`src/rtl/tim_pkg.sv`:
```
package tim_pkg;
   localparam logic [7:0] CHR_CR = 8'h0D;
   localparam logic [7:0] CHR_LF = 8'h0A;

   typedef enum logic {
      LEN_SHORT = 1'b0,
      LEN_LONG  = 1'b1
   } len_mode_e;
endpackage

```
`src/rtl/tim_exp_store.sv`:
```
module tim_exp_store #(
   parameter int DEPTH  = 64,
   parameter int DATA_W = 8,
   parameter int ADDR_W = $clog2(DEPTH)
) (
   input  logic              clk,
   input  logic              rst_n,
   input  logic              wr_en,
   input  logic [ADDR_W-1:0] host_addr,
   input  logic [DATA_W-1:0] wr_data,
   output logic [DATA_W-1:0] host_rdata,
   input  logic [ADDR_W-1:0] cmp_addr,
   output logic [DATA_W-1:0] cmp_data,
   output logic              written
);
   logic [DATA_W-1:0] mem_q [DEPTH];
   logic              written_q;

   always_ff @(posedge clk or negedge rst_n) begin
      if (!rst_n) begin
         for (int i = 0; i < DEPTH; i++) mem_q[i] <= '0;
         written_q <= 1'b0;
      end else if (wr_en) begin
         mem_q[host_addr] <= wr_data;
         written_q        <= 1'b1;
      end
   end

   assign host_rdata = mem_q[host_addr];
   assign cmp_data   = mem_q[cmp_addr];
   assign written    = written_q;
endmodule

```
`src/rtl/tim_align.sv`:
```
module tim_align #(
   parameter int SHORT_LEN = 16,
   parameter int LONG_LEN  = 64,
   parameter int DATA_W    = 8,
   parameter int POS_W     = $clog2(LONG_LEN)
) (
   input  logic              clk,
   input  logic              rst_n,
   input  logic              vld,
   input  logic [DATA_W-1:0] din,
   input  logic              mode_long,
   output logic              acc_en,
   output logic              acc_first,
   output logic              acc_last,
   output logic [POS_W-1:0]  acc_idx
);
   import tim_pkg::*;

   localparam logic [POS_W-1:0] SHORT_END = POS_W'(SHORT_LEN - 1);
   localparam logic [POS_W-1:0] LONG_END  = POS_W'(LONG_LEN - 1);

   logic              sync_q, sync_d;
   logic [POS_W-1:0]  pos_q, pos_d;
   logic [DATA_W-1:0] prev_q;
   logic              mode_q;
   logic              mode_chg, live, crlf, marker;

   always_comb begin
      mode_chg  = (mode_long != mode_q);
      live      = sync_q & ~mode_chg;
      crlf      = (prev_q == DATA_W'(CHR_CR)) && (din == DATA_W'(CHR_LF));
      marker    = din[DATA_W-1];
      acc_en    = 1'b0;
      acc_first = 1'b0;
      acc_last  = 1'b0;
      acc_idx   = pos_q;
      sync_d    = live;
      pos_d     = pos_q;
      if (vld) begin
         if (mode_long == LEN_SHORT) begin
            if (marker) begin
               acc_en    = 1'b1;
               acc_first = 1'b1;
               acc_idx   = '0;
               sync_d    = 1'b1;
               pos_d     = POS_W'(1);
            end else if (live) begin
               acc_en   = 1'b1;
               acc_last = (pos_q == SHORT_END);
               pos_d    = pos_q + POS_W'(1);
               if (acc_last) sync_d = 1'b0;
            end
         end else begin
            if (live) begin
               acc_en    = 1'b1;
               acc_first = (pos_q == '0);
               if (pos_q == LONG_END) begin
                  if (crlf) begin
                     acc_last = 1'b1;
                     pos_d    = '0;
                  end else begin
                     sync_d = 1'b0;
                  end
               end else if (crlf) begin
                  pos_d = '0;
               end else begin
                  pos_d = pos_q + POS_W'(1);
               end
            end else if (crlf) begin
               sync_d = 1'b1;
               pos_d  = '0;
            end
         end
      end
   end

   always_ff @(posedge clk or negedge rst_n) begin
      if (!rst_n) begin
         sync_q <= 1'b0;
         pos_q  <= '0;
         prev_q <= '0;
         mode_q <= 1'b0;
      end else begin
         sync_q <= sync_d;
         pos_q  <= pos_d;
         mode_q <= mode_long;
         if (vld) prev_q <= din;
      end
   end
endmodule

```
`src/rtl/tim_crc7.sv`:
```
module tim_crc7 #(
   parameter int               DATA_W = 8,
   parameter int               CRC_W  = 7,
   parameter logic [CRC_W-1:0] POLY   = 7'h09
) (
   input  logic              clk,
   input  logic              rst_n,
   input  logic              en,
   input  logic              first,
   input  logic [DATA_W-1:0] din,
   output logic [CRC_W-1:0]  crc_nxt
);
   logic [CRC_W-1:0]             crc_q;
   logic [DATA_W:0][CRC_W-1:0]   stage;
   logic [DATA_W-1:0]            feed;

   assign feed     = first ? {din[DATA_W-1], {(DATA_W-1){1'b0}}} : din;
   assign stage[0] = first ? '0 : crc_q;

   for (genvar b = 0; b < DATA_W; b++) begin : g_bit
      logic fb;
      assign fb         = stage[b][CRC_W-1] ^ feed[DATA_W-1-b];
      assign stage[b+1] = {stage[b][CRC_W-2:0], 1'b0} ^ (fb ? POLY : '0);
   end

   assign crc_nxt = stage[DATA_W];

   always_ff @(posedge clk or negedge rst_n) begin
      if (!rst_n)  crc_q <= '0;
      else if (en) crc_q <= crc_nxt;
   end
endmodule

```
`src/rtl/trace_id_monitor.sv`:
```
module trace_id_monitor #(
   parameter int               DATA_W    = 8,
   parameter int               SHORT_LEN = 16,
   parameter int               LONG_LEN  = 64,
   parameter int               CRC_W     = 7,
   parameter logic [CRC_W-1:0] CRC_POLY  = 7'h09,
   parameter bit               CRC_EN    = 1'b1,
   parameter int               ADDR_W    = $clog2(LONG_LEN)
) (
   input  logic              clk,
   input  logic              rst_n,
   input  logic [DATA_W-1:0] trc_byte,
   input  logic              trc_vld,
   input  logic              mode_long,
   input  logic              reg_wr_en,
   input  logic [ADDR_W-1:0] reg_addr,
   input  logic [DATA_W-1:0] reg_wdata,
   output logic [DATA_W-1:0] reg_rdata,
   output logic              alm_trace,
   output logic              alm_crc
);
   if (DATA_W != 8) begin : g_bad_width
      $error("trace_id_monitor: delimiter detection needs 8-bit bytes");
   end
   if (SHORT_LEN < 2 || SHORT_LEN > LONG_LEN) begin : g_bad_len
      $error("trace_id_monitor: SHORT_LEN must lie in 2..LONG_LEN");
   end
   if (CRC_W != DATA_W - 1) begin : g_bad_crc
      $error("trace_id_monitor: CRC field must fill the marker byte below its flag");
   end
   if ((1 << ADDR_W) < LONG_LEN) begin : g_bad_addr
      $error("trace_id_monitor: ADDR_W too narrow for LONG_LEN");
   end

   logic              acc_en, acc_first, acc_last;
   logic [ADDR_W-1:0] acc_idx;
   logic [DATA_W-1:0] exp_byte;
   logic              exp_written;
   logic              mm_q, mm_cur;

   tim_exp_store #(.DEPTH(LONG_LEN), .DATA_W(DATA_W), .ADDR_W(ADDR_W)) i_store (
      .clk       (clk),
      .rst_n     (rst_n),
      .wr_en     (reg_wr_en),
      .host_addr (reg_addr),
      .wr_data   (reg_wdata),
      .host_rdata(reg_rdata),
      .cmp_addr  (acc_idx),
      .cmp_data  (exp_byte),
      .written   (exp_written)
   );

   tim_align #(.SHORT_LEN(SHORT_LEN), .LONG_LEN(LONG_LEN), .DATA_W(DATA_W), .POS_W(ADDR_W)) i_align (
      .clk      (clk),
      .rst_n    (rst_n),
      .vld      (trc_vld),
      .din      (trc_byte),
      .mode_long(mode_long),
      .acc_en   (acc_en),
      .acc_first(acc_first),
      .acc_last (acc_last),
      .acc_idx  (acc_idx)
   );

   assign mm_cur = (acc_first ? 1'b0 : mm_q) | (trc_byte != exp_byte);

   always_ff @(posedge clk or negedge rst_n) begin
      if (!rst_n) begin
         mm_q      <= 1'b0;
         alm_trace <= 1'b0;
      end else if (acc_en) begin
         mm_q <= mm_cur;
         if (acc_last) alm_trace <= mm_cur & exp_written;
      end
   end

   if (CRC_EN) begin : g_crc
      logic [CRC_W-1:0] crc_calc;
      logic [CRC_W-1:0] rx_field_q;

      tim_crc7 #(.DATA_W(DATA_W), .CRC_W(CRC_W), .POLY(CRC_POLY)) i_crc (
         .clk    (clk),
         .rst_n  (rst_n),
         .en     (acc_en & ~mode_long),
         .first  (acc_first),
         .din    (trc_byte),
         .crc_nxt(crc_calc)
      );

      always_ff @(posedge clk or negedge rst_n) begin
         if (!rst_n) begin
            rx_field_q <= '0;
            alm_crc    <= 1'b0;
         end else if (mode_long) begin
            alm_crc <= 1'b0;
         end else if (acc_en) begin
            if (acc_first) rx_field_q <= trc_byte[CRC_W-1:0];
            if (acc_last)  alm_crc    <= (crc_calc != rx_field_q);
         end
      end
   end else begin : g_no_crc
      assign alm_crc = 1'b0;
   end
endmodule

```
`config.mk`:
```
export PLATFORM = sky130hd
export DESIGN_NAME = trace_id_monitor
export DESIGN_NICKNAME = d
export VERILOG_FILES = /design/src/rtl/tim_pkg.sv /design/src/rtl/tim_exp_store.sv /design/src/rtl/tim_align.sv /design/src/rtl/tim_crc7.sv /design/src/rtl/trace_id_monitor.sv
export SDC_FILE = /design/constraint.sdc
export NUM_CORES = 1
export LEC_CHECK = 0
export CAP_MARGIN = 25
export CORE_AREA = 2 2 172 301
export CTS_CLUSTER_SIZE = 24
export DETAILED_ROUTE_END_ITERATION = 7
export DIE_AREA = 0 0 174 303
export PLACE_DENSITY = 0.76
export SLEW_MARGIN = 25
export SYNTH_ARGS = -nofsm -noshare
export SYNTH_HDL_FRONTEND = slang
export SYNTH_HIERARCHICAL = 1
export SYNTH_SLANG_ARGS = --single-unit
```
`constraint.sdc`:
```
create_clock -name clk -period 6.3 [get_ports clk]
set_input_delay 1.26 -clock clk [delete_from_list [all_inputs] [get_ports clk]]
set_output_delay 1.26 -clock clk [all_outputs]
set_load 0.01 [all_outputs]
```
==> metrics.md <==
| Metric | Value |
|---|---|
| Crit end category | `output pin` |
| Setup TNS | `0 ps` |
| CTS Root Cell | `clkbuf_16` |
| Cell area after synthesis | `29870 um2` |
| Dpl cell area | `30900 um2` |
| Total Routing Usage GR | `38.12%` |
| Reg power frac | `40.5%` |
| Max-slew violations | `0` |
| Die H | `303 um` |
| Internal | `7417 uW` |
| Status | `finished clean` |
| Clock transition at path regs | `70 ps` |
| CTS tree | `done` |
| Routed wire length | `98710 um` |
| Drt pass-1 iters | `6` |
| CP Launch Type | `input pin` |
| Residual DRC | `0` |
| # IOs | `37` |
| IO buf count | `36` |
| Final Hold Vio Count | `0` |
| # nets final | `2205` |
| VDD IR max | `200.5 uV` |
| Synth cell types | `72` |
| Syn_nets | `2223` |
| WP data required | `5040 ps` |
| Global-route wire length before repair | `146900 um` |
| Async set-reset flop share out of synthesis | `100.0%` |
| Row count | `109` |
| Antenna violations before repair | `1` |
| P_leak | `0.01440 uW` |
| Setup bufs post-CTS | `0` |
| Worst-Skew Late Latency | `600 ps` |
| Die W | `174 um` |
| Gpl congestion | `1.023` |
| Setup Viol. Count Final | `0` |
| Clk_skew | `9.708 ps` |
| Sw Pwr | `3539 uW` |
| Commonest non-fill, non-tap cell in the layout | `mux2_2` |
| Fin crit period | `5964 ps` |
| DRT iter0 DRCs | `2444` |
| Synth Instances | `2194` |
| Vias/cell | `7.314` |
| DR WL/cell | `34.26 um` |
| YS warnings | `6` |
| HPWL after detailed placement | `68100 um` |
| Final period utilization | `94.67%` |
| Worst Max-Slew Pin Slew | `1056 ps` |
| Final Instance Area | `32700 um2` |
| Clock share of power | `29.8%` |
| CTS max path bufs | `3` |
| Post-detailed-route count of antenna-violating nets | `0` |
| Vias in the first global route | `22090` |
| Switching Share | `32.30%` |
| Critical path type | `in2out` |
| Max-Cap Viols | `0` |
| Crit path DAT | `4700 ps` |
| Register area | `13660 um2` |
| CTS Hold Buffers Added | `0` |
| Maximum clock rate | `167.7 MHz` |
| Clock Sinks | `546` |
| Crit-path max FO | `48` |
| Post-synthesis register bit count | `546` |
| Hold Path Class | `reg2reg` |
| Main flop type after synthesis | `dfrtp_1` |
| Share of layout cells above drive strength 1 | `43.99%` |
| Mean Syn Cell Area | `13.62 um2` |
| Post-CTS resize count | `0` |
| Final global-route overflow total | `0` |
| Via count of the routed design | `21070` |
| Clock H-tree levels | `2` |
| Largest net degree at the start of global routing | `175` |
| Unrepaired setup endpoints after global routing | `false` |
| Power Dens Cells | `335.1 nW/um2` |
| Combinational fraction of design power | `29.7%` |
| Slew HR | `29.62%` |
| Post-synth EDFFs | `0` |
| TritonCTS Buffers | `50` |
| Initial core utilization | `59.53%` |
| P&R area growth vs syn | `9.444%` |
| Area of the multi-input gates | `15310 um2` |
| Core box area | `50190 um2` |
| Seq/Total Area, Yosys | `45.73%` |
| Most frequent cells in the layout | `mux2_2, dfrtp_1, mux4_2` |
| Die ar. | `52720 um2` |
| Fillers | `3765` |
## per-layer routing
| layer | part of all wire [%] | vias up | track usage, % |
|---|---|---|---|
| met3 | 7.3 | 440 | 5.927 |
| met1 | 34 | 10980 | 43.51 |
| met4 | 9.5 | 2 | 29.67 |
| met2 | 50 | 1257 | 64.55 |
| met5 | 0.015 | - | 0 |
| li1 | - | 8388 | - |
## final cells by class
class	count	share of cell area, %
flip-flops and latches	546	41.79
clock inverters	11	0.5702
multi-input cells	1455	46.83
repair buffers	117	3.371
well taps	666	2.549
inverters	6	0.06888
diodes	1	0.007653
clock buffers	79	4.814
## logic make-up (layout without fill, tap and decap cells)
logic type,count (synthesis),after routing,synth area share [%]
buffers and inverters,193,213,3.041
adder cells (fa/ha/maj),2,2,0.08375
multiplexers,825,825,38.04
other,0,1,0
flip-flops,546,546,45.73
AO/OA/AOI/OAI,306,306,7.170
AND/OR/NAND/NOR,294,294,5.017
XOR/XNOR,28,28,0.9130
## cell usage after synthesis (all sizes together), types with 4 or more instances
library cell / n / area share [%]
o22a: 5 / 0.15
nor2b: 16 / 0.34
a221oi: 28 / 0.86
or2: 5 / 0.10
or3: 6 / 0.13
and2: 12 / 0.25
nor3: 6 / 0.10
clkbuf: 89 / 1.1
nor2: 76 / 1.2
nor4: 7 / 0.17
a21oi: 50 / 0.85
nand4: 4 / 0.084
buf: 98 / 1.8
o22ai: 43 / 0.90
xnor2: 16 / 0.47
o2111ai: 5 / 0.15
nand3: 33 / 0.62
mux4: 189 / 14
o211ai: 10 / 0.25
a31oi: 15 / 0.31
o221ai: 8 / 0.23
dfrtp: 546 / 46
nand2b: 7 / 0.15
nand2: 102 / 1.3
o21ai: 42 / 0.70
mux2i: 67 / 2.2
o2bb2ai: 4 / 0.12
a211oi: 11 / 0.28
inv: 6 / 0.075
mux2: 569 / 22
a22oi: 46 / 1.2
a22o: 20 / 0.59
and3: 8 / 0.17
xor2: 10 / 0.29
## flip-flops by register name (all words and copies together) (netlist names), 6 cells and up
register           flops
i_store/mem_q        512
i_align/prev_q         8
g_crc.i_crc/crc_q      7
g_crc.rx_field_q       7
i_align/pos_q          6
## power by group through the flow
stage | Sequential (uW) | Combinational, uW | Clock [uW]
floorplan | 4290 | 2200 | 0
global placement | 4440 | 3080 | 0
detailed placement | 4480 | 3140 | 0
CTS | 4420 | 3160 | 3310
global route | 4480 | 3380 | 3430
finish | 4440 | 3250 | 3270
## worst paths after layout
| kind | startpoint | end | slack [ps] | cells past startpoint |
|---|---|---|---|---|
| max | reg_addr[2] | reg_rdata[5] | 340 | 8 |
| min | i_store/written | i_store/written | 460 | 1 |
| max reg2reg | i_align/pos_q[2] | alm_trace | 2350 | 11 |
| min reg2reg | i_store/written | i_store/written | 460 | 1 |
| max in group asynchronous | rst_n | g_crc.i_crc/crc_q[2] | 4100 | 2 |
| min in group asynchronous | rst_n | i_align/pos_q[3] | 660 | 1 |
## worst max-delay path: stages
cell and delay [ps]:
buf_6 450, nor2_1 260, buf_4 310, a22o_1 270, a22oi_1 720, o22ai_1 170
or4_1 650, clkdlybuf4s50_1 520
## per-stage QoR
step / power, uW / hold slack (ps) / cells / setup slack, ps / util, %
after floorplan: 6493 / 436.1 / 2194 / 2074 / -
after global placement: 7527 / 451.7 / 2789 / 694.3 / 61.56
after detailed placement: 7622 / 449.7 / 2789 / 703.7 / 61.57
after CTS: 10890 / 464.7 / 2879 / 689.4 / 65.08
after global routing: 11290 / 480.2 / 2880 / 410.1 / 65.14
final: 10960 / 463.8 / 2881 / 335.7 / 65.15
Note: power is estimated with default switching activity, not from simulation.
